### src/rtl/iac_pkg.sv
package iac_pkg;
  localparam int ADDR_W = 12;
  localparam int IDX_W  = 8;

  localparam logic [7:0] IX_TPR  = 8'h08;
  localparam logic [7:0] IX_PPR  = 8'h0A;
  localparam logic [7:0] IX_EOI  = 8'h0B;
  localparam logic [7:0] IX_SVR  = 8'h0F;
  localparam logic [7:0] IX_ISR0 = 8'h10;
  localparam logic [7:0] IX_TMR0 = 8'h18;
  localparam logic [7:0] IX_IRR0 = 8'h20;
  localparam logic [7:0] IX_ERR  = 8'h28;

  localparam int SV_EN_BIT   = 8;
  localparam int SV_DIR_BIT  = 12;
  localparam int ERR_BAD_BIT = 7;

  typedef enum logic [3:0] {
    RK_TPR, RK_PPR, RK_EOI, RK_SVR, RK_ISR, RK_TMR, RK_IRR, RK_ERR, RK_BAD
  } rkind_e;

  function automatic rkind_e decode_idx(input logic [7:0] idx, input int nword);
    int i;
    i = int'(idx);
    if (idx == IX_TPR) return RK_TPR;
    if (idx == IX_PPR) return RK_PPR;
    if (idx == IX_EOI) return RK_EOI;
    if (idx == IX_SVR) return RK_SVR;
    if (idx == IX_ERR) return RK_ERR;
    if (i >= int'(IX_ISR0) && i < int'(IX_ISR0) + nword) return RK_ISR;
    if (i >= int'(IX_TMR0) && i < int'(IX_TMR0) + nword) return RK_TMR;
    if (i >= int'(IX_IRR0) && i < int'(IX_IRR0) + nword) return RK_IRR;
    return RK_BAD;
  endfunction
endpackage

### src/rtl/iac_prio_enc.sv
module iac_prio_enc #(
  parameter int W  = 256,
  parameter int IW = $clog2(W)
) (
  input  logic          clk,
  input  logic          rst,
  input  logic [W-1:0]  vec,
  output logic          hit_q,
  output logic [IW-1:0] idx_q
);
  logic          hit_c;
  logic [IW-1:0] idx_c;

  always_comb begin
    hit_c = 1'b0;
    idx_c = '0;
    for (int i = 0; i < W; i++) begin
      if (vec[i]) begin
        hit_c = 1'b1;
        idx_c = IW'(i);
      end
    end
  end

  always_ff @(posedge clk) begin
    if (rst) begin
      hit_q <= 1'b0;
      idx_q <= '0;
    end else begin
      hit_q <= hit_c;
      idx_q <= idx_c;
    end
  end
endmodule

### src/rtl/iac_vec_store.sv
module iac_vec_store #(
  parameter int NVEC = 256,
  parameter int VW   = $clog2(NVEC)
) (
  input  logic            clk,
  input  logic            rst,
  input  logic            set_en,
  input  logic [VW-1:0]   set_vec,
  input  logic            set_lvl,
  input  logic            take_en,
  input  logic [VW-1:0]   take_vec,
  input  logic            retire_en,
  input  logic [VW-1:0]   retire_vec,
  output logic [NVEC-1:0] pend,
  output logic [NVEC-1:0] insvc,
  output logic [NVEC-1:0] trig
);
  always_ff @(posedge clk) begin
    if (rst) begin
      pend  <= '0;
      insvc <= '0;
      trig  <= '0;
    end else begin
      if (take_en) begin
        pend[take_vec]  <= 1'b0;
        insvc[take_vec] <= 1'b1;
      end
      if (retire_en) insvc[retire_vec] <= 1'b0;
      if (set_en) begin
        pend[set_vec] <= 1'b1;
        trig[set_vec] <= set_lvl;
      end
    end
  end
endmodule

### src/rtl/intr_accept_ctrl.sv
module intr_accept_ctrl
  import iac_pkg::*;
#(
  parameter int NVEC = 256,
  parameter int DW   = 32
) (
  input  logic                      clk,
  input  logic                      rst,
  input  logic                      set_req,
  input  logic [$clog2(NVEC)-1:0]   set_vec,
  input  logic                      set_lvl,
  input  logic                      ack_req,
  output logic                      ack_done,
  output logic [$clog2(NVEC)-1:0]   ack_vec,
  input  logic                      reg_we,
  input  logic                      reg_re,
  input  logic [11:0]               reg_addr,
  input  logic [DW-1:0]             reg_wdata,
  output logic [DW-1:0]             reg_rdata,
  output logic                      intr,
  output logic                      eoi_bcast,
  output logic [$clog2(NVEC)-1:0]   eoi_bcast_vec
);
  localparam int VW     = $clog2(NVEC);
  localparam int NWORD  = NVEC / DW;
  localparam int WSEL   = $clog2(NWORD);
  localparam int CW     = 4;
  localparam int CLS_LO = VW - CW;

  // vector arrays and their registered searches
  logic [NVEC-1:0] pend, insvc, trig;
  logic            pend_hit, isvc_hit;
  logic [VW-1:0]   pend_top, isvc_top;

  // configuration state
  logic [VW-1:0] tpr_q, sv_vec_q;
  logic          sv_en_q, sv_dir_q, err_q;
  logic          ack_pend_q, eoi_pend_q, stale_q;

  // decode
  logic [7:0] idx;
  rkind_e     kind;
  logic       misal, bad_acc;
  assign idx   = reg_addr[11:4];
  assign misal = |reg_addr[3:0];
  assign kind  = misal ? RK_BAD : decode_idx(idx, NWORD);
  assign bad_acc = (reg_we | reg_re) & (kind == RK_BAD);

  // priority arithmetic
  logic [CW-1:0] isvc_cls;
  logic [VW-1:0] ppr;
  logic          deliv;
  assign isvc_cls = isvc_hit ? isvc_top[VW-1:CLS_LO] : '0;
  assign ppr = (tpr_q[VW-1:CLS_LO] >= isvc_cls) ? tpr_q : {isvc_cls, {CLS_LO{1'b0}}};
  assign deliv = pend_hit &&
                 ((ppr == '0) || (pend_top[VW-1:CLS_LO] > ppr[VW-1:CLS_LO]));

  // service scheduling
  logic serve_ack, serve_eoi, take_en, retire_en, eoi_wr, chg;
  assign eoi_wr    = reg_we & (kind == RK_EOI);
  assign serve_ack = ack_pend_q & ~stale_q;
  assign serve_eoi = eoi_pend_q & ~stale_q & ~serve_ack;
  assign take_en   = serve_ack & deliv & sv_en_q;
  assign retire_en = serve_eoi & isvc_hit;
  assign chg       = set_req | take_en | retire_en;

  iac_vec_store #(.NVEC(NVEC), .VW(VW)) u_store (
    .clk(clk), .rst(rst),
    .set_en(set_req), .set_vec(set_vec), .set_lvl(set_lvl),
    .take_en(take_en), .take_vec(pend_top),
    .retire_en(retire_en), .retire_vec(isvc_top),
    .pend(pend), .insvc(insvc), .trig(trig)
  );

  iac_prio_enc #(.W(NVEC), .IW(VW)) u_pend_enc (
    .clk(clk), .rst(rst), .vec(pend), .hit_q(pend_hit), .idx_q(pend_top)
  );

  iac_prio_enc #(.W(NVEC), .IW(VW)) u_isvc_enc (
    .clk(clk), .rst(rst), .vec(insvc), .hit_q(isvc_hit), .idx_q(isvc_top)
  );

  // word views of the arrays for the read port
  logic [DW-1:0] pend_w [NWORD];
  logic [DW-1:0] isvc_w [NWORD];
  logic [DW-1:0] trig_w [NWORD];
  generate
    for (genvar w = 0; w < NWORD; w++) begin : g_words
      assign pend_w[w] = pend[w*DW +: DW];
      assign isvc_w[w] = insvc[w*DW +: DW];
      assign trig_w[w] = trig[w*DW +: DW];
    end
  endgenerate

  logic [WSEL-1:0] wsel;
  logic [DW-1:0]   rd_val;
  assign wsel = idx[WSEL-1:0];

  always_comb begin
    rd_val = '0;
    unique case (kind)
      RK_TPR: rd_val = DW'(tpr_q);
      RK_PPR: rd_val = DW'(ppr);
      RK_SVR: begin
        rd_val[VW-1:0]   = sv_vec_q;
        rd_val[SV_EN_BIT]  = sv_en_q;
        rd_val[SV_DIR_BIT] = sv_dir_q;
      end
      RK_ISR: rd_val = isvc_w[wsel];
      RK_TMR: rd_val = trig_w[wsel];
      RK_IRR: rd_val = pend_w[wsel];
      RK_ERR: rd_val[ERR_BAD_BIT] = err_q;
      default: rd_val = '0;
    endcase
  end

  always_ff @(posedge clk) begin
    if (rst) begin
      tpr_q         <= '0;
      sv_vec_q      <= '1;
      sv_en_q       <= 1'b0;
      sv_dir_q      <= 1'b0;
      err_q         <= 1'b0;
      ack_pend_q    <= 1'b0;
      eoi_pend_q    <= 1'b0;
      stale_q       <= 1'b0;
      ack_done      <= 1'b0;
      ack_vec       <= '0;
      eoi_bcast     <= 1'b0;
      eoi_bcast_vec <= '0;
      intr          <= 1'b0;
      reg_rdata     <= '0;
    end else begin
      stale_q    <= chg;
      ack_pend_q <= ack_req | (ack_pend_q & ~serve_ack);
      eoi_pend_q <= eoi_wr | (eoi_pend_q & ~serve_eoi);

      ack_done <= serve_ack;
      if (serve_ack) ack_vec <= take_en ? pend_top : sv_vec_q;

      eoi_bcast <= retire_en & trig[isvc_top] & ~sv_dir_q;
      if (retire_en) eoi_bcast_vec <= isvc_top;

      intr <= (stale_q ? intr : deliv) & sv_en_q;

      if (reg_re) reg_rdata <= rd_val;

      if (reg_we) begin
        unique case (kind)
          RK_TPR: tpr_q <= reg_wdata[VW-1:0];
          RK_SVR: begin
            sv_vec_q <= reg_wdata[VW-1:0];
            sv_en_q  <= reg_wdata[SV_EN_BIT];
            sv_dir_q <= reg_wdata[SV_DIR_BIT];
          end
          RK_ERR: if (reg_wdata == '0) err_q <= 1'b0;
          default: ;
        endcase
      end
      if (bad_acc) err_q <= 1'b1;
    end
  end
endmodule

### config.mk
export PLATFORM = sky130hd
export DESIGN_NAME = intr_accept_ctrl
export DESIGN_NICKNAME = d
export VERILOG_FILES = /design/src/rtl/iac_pkg.sv /design/src/rtl/iac_prio_enc.sv /design/src/rtl/iac_vec_store.sv /design/src/rtl/intr_accept_ctrl.sv
export SDC_FILE = /design/constraint.sdc
export NUM_CORES = 2
export LEC_CHECK = 0
export BUFFER_PORTS_ARGS = -buffer_cell sky130_fd_sc_hd__buf_2
export CELL_PAD_IN_SITES_DETAIL_PLACEMENT = 0
export CELL_PAD_IN_SITES_GLOBAL_PLACEMENT = 1
export CORE_ASPECT_RATIO = 1.5
export CORE_MARGIN = 2
export CORE_UTILIZATION = 42
export DETAILED_ROUTE_END_ITERATION = 10
export HOLD_SLACK_MARGIN = 0.03
export PLACE_DENSITY_LB_ADDON = 0.1
export SYNTH_ARGS = -nofsm -noshare
export SYNTH_HDL_FRONTEND = slang
export SYNTH_SLANG_ARGS = --single-unit
### constraint.sdc
create_clock -name clk -period 8.4 [get_ports clk]
set_clock_uncertainty 0.2 [all_clocks]
set_input_delay 0.84 -clock clk [delete_from_list [all_inputs] [get_ports clk]]
set_output_delay 0.84 -clock clk [all_outputs]
set_load 0.01 [all_outputs]
==> summary.md <==
| Metric | Value |
|---|---|
| Maximum vdd drop | 0.188 mV |
| FMAX | 175 MHz |
| Top-count cell post-synth | a21oi_1 |
| Final min period | 5.71 ns |
| DR iter-0 viols | just over 6000 |
| Detail Placement HPWL | 201000 um |
| Number of max-cap violations | 0 |
| First-pass GRT wire length | 378000 um |
| Post-Syn Instances | 5611 |
| H-tree levels | 3 |
| Met1 usage in global routing | 47.3% |
| Worst-Skew Late Latency | 0.74 ns |
| Top Ports | 110 |
| Worst hold path type | input port to flip-flop |
| Clock power frac | between 40% and 50% |
| Synthesized Nets | 5678 |
| Yosys top cell by area | dfxtp_1 |
| Synth area leaders | dfxtp_1 (37%), mux4_2 (15%), a21oi_1 (9.8%) |
| Rows | 149 |
| Die ar. | 114000 um^2 |
| Initial antenna violation count | 35 |
| CTS max path bufs | 3 |
| Vias/cell | around 7 |
| Status | completed |
| Post-Synthesis Cell Area | approximately 47000 um^2 |
| Final setup violation count | 0 |
| Share of layout cells above drive strength 1 | around 15% |
| CP max FO | 18 |
| Synth cell types | 79 |
| Vias post-DR | 49400 |
| Final Max Tran Viols | 0 |
| Area of the core | roughly 110000 um^2 |
| Synth Area per Inst | 8.32 um^2 |
| Chip height | 412 um |
| Synth Register Bits | about 860 |
| Reg power frac | 44.3% |
| Fin crit share | between 60% and 70% |
| CTS clk-pin slew, worst paths | around 0.070 ns |
| IO buf count | 109 |
| DRC viols | 0 |
| Crit path DAT | 6.09 ns |
| Synth warn | 0 |
| CP Class | flip-flop to flip-flop |
| CP required | 8.78 ns |
| Pwr Total | 9.28 mW |
| Area delta synth->final | 11.4% |
| TritonCTS Sinks | between 800 and 900 |
| Filler cell count | approximately 11000 |
| Top cell type's share of synthesized area | 36.8% |
| PwrDens | 178 nW/um^2 |
| All-Layer GR Usage | 47.4% |
| Post-synth EDFFs | 0 |
| Busiest grt layer | met2 |
| Number of setup buffers added after CTS | 0 |
| Hold Vio Cnt, Final | 0 |
| Largest net degree at the start of global routing | 186 |
| Sw Share | 26.3% |
| WHS | 0.137 ns |
| Part of the power in combinational logic | 6.8% |
| WL per Instance | 38.9 um |
| Top_reg_cell synth | dfxtp_1 |
| Rel. slew slack | 2.56% |
| Final #Nets | around 5600 |
| CTS tree | yes |
| M2 GR Usage | 76.9% |
| GPL Wtd Cong | 1.09 |
| Post-synth ARST share | 0% |
| Initial core utilization | approximately 42% |
| DRT Wirelength | 274000 um |
| Seq/Total Area, Yosys | 36.8% |
| Unrepaired setup endpoints after global routing | no |
| P_leak | 16.9 nW |
| Die width | 276 um |
| CTS-repair resized insts | 0 |
| CTS Hold Buffers Added | 0 |
| Top post-synthesis cells by count | a21oi_1 (912), dfxtp_1 (859), nand2_1 (750), nor2_1 (463), o21ai_0 (350) |
| Grt ovf | 0 |
| Num CTS Buffers | 92 |
| Critical path endpoint category | flip-flop |
| Vias in the first global route | 46500 |
| Internal | 6.84 mW |
| Clk root buf | clkbuf_16 |
| Switching power | 2.44 mW |
| First-pass DRT Iterations | 8 |
| Tightest Pin Transition | between 1 and 1.5 ns |
| TNS Setup | 0 ns |
| Worst Setup Start Kind | flip-flop |
| GR met3 Demand/Resource | between 10 and 15% |
| Final ANT Viol Nets | 0 |
path summary, 6_finish.rpt:
path                                  start                     endpoint  slack (ns)  cells past startpoint
max          u_isvc_enc.idx_q[4]$_SDFF_PP0_  u_store.pend[72]$_SDFF_PP0_        2.69                     17
min reg2reg      reg_rdata[19]$_SDFFE_PP0P_   reg_rdata[19]$_SDFFE_PP0P_        0.23                      2
min                                 ack_req        ack_pend_q$_SDFF_PP0_        0.14                      3
max reg2reg  u_isvc_enc.idx_q[4]$_SDFF_PP0_  u_store.pend[72]$_SDFF_PP0_        2.69                     17
power by group through the flow:
stage / combinational [mW] / clock, mW / sequential (mW)
2_1_floorplan: 0.333 / 0 / 4.19
3_3_place_gp: 0.598 / 0 / 4.20
3_5_place_dp: 0.596 / 0 / 4.20
4_1_cts: 0.597 / 4.54 / 4.11
5_1_grt: 0.636 / 4.67 / 4.11
6_report: 0.629 / 4.54 / 4.11
state kept, by name (all words and copies together), names as in the netlist:
register / count
u_store.pend: 256
u_store.insvc: 256
stale_q: 1
u_isvc_enc.hit_q: 1
ack_vec: 8
intr: 1
eoi_bcast: 1
ack_done: 1
u_pend_enc.hit_q: 1
sv_dir_q: 1
sv_vec_q: 8
tpr_q: 8
u_pend_enc.idx_q: 8
eoi_bcast_vec: 8
ack_pend_q: 1
u_store.trig: 256
err_q: 1
u_isvc_enc.idx_q: 8
reg_rdata: 32
eoi_pend_q: 1
sv_en_q: 1
critical path, stage by stage (launching register included):
cell      delay, ns
dfxtp_1        0.57
and2_1         0.22
ha_1           0.23
nand2b_1       0.14
a21o_1         0.17
a21o_1         0.20
a21oi_4        0.26
mux2_2         0.40
ha_1           0.30
nor2b_1        0.13
o21ai_0        0.09
nand2b_1       0.08
a21oi_1        0.06
a41o_1         0.22
o21ai_2        0.49
nand4_1        1.10
o21ai_0        0.53
a21oi_1        0.12
logic make-up after synthesis:
family | synth area share [%]
AOI/OAI and AO/OA | 20.8
adders and majority gates | 0.214
buffers and inverters | 4.56
DFF | 36.8
muxes | 15.7
and+or+nand+nor | 21.9
per-stage QoR:
| step | area, um^2 | utilization [%] | setup WS, ns | instances |
|---|---|---|---|---|
| after floorplan | 46700 | - | 4.02 | 5611 |
| after global placement | 48600 | 44.1 | 2.92 | 6848 |
| after detailed placement | 48600 | 44.1 | 2.85 | 6848 |
| after CTS | 51900 | 47.1 | 2.79 | 7010 |
| after global routing | 52000 | 47.2 | 2.53 | 7019 |
| final | 52000 | 47.2 | 2.69 | 7041 |
placed cells by master (no fill, tap or decap), types with 15 or more instances in the layout:
cell type,Yosys,final
a21oi_1,912,912
dfxtp_1,859,855
nand2_1,750,749
nor2_1,463,419
o21ai_0,350,349
nand3_1,332,332
mux4_2,303,303
nor3_1,233,215
a211oi_1,151,151
nor4_1,151,145
buf_4,8,122
buf_2,55,104
inv_1,100,100
clkbuf_16,0,93
o31ai_1,55,54
nand4_1,47,47
nor2b_1,41,40
nand2b_1,35,35
mux2i_1,33,33
or4_1,26,26
nor2_2,1,25
diode_2,0,24
a22oi_1,26,24
nor2_4,2,22
o21a_1,22,21
nor3_2,2,19
clkbuf_8,0,17
a31oi_1,16,16
clkbuf_1,333,16
nor4_4,14,15
area by class of cell:
cell class              instances  area, um^2  area share [%]
repair buffers                237        1600            3.08
multi-input cells            4225       27800            53.3
inverters                     100         375           0.721
clock inverters                37         631            1.21
well taps                    1434        1790            3.45
flip-flops and latches        859       17200            33.1
diodes                         24        60.1           0.115
clock buffers                 125        2610            5.01
per-layer routing:
metal  vias up  part of all wire (%)
li1      20700                     -
met4        14                    13
met3      1275                   8.7
met5         -                 0.034
met2      3201                    46
met1     24200                    32
(Power assumes the default switching activity.)
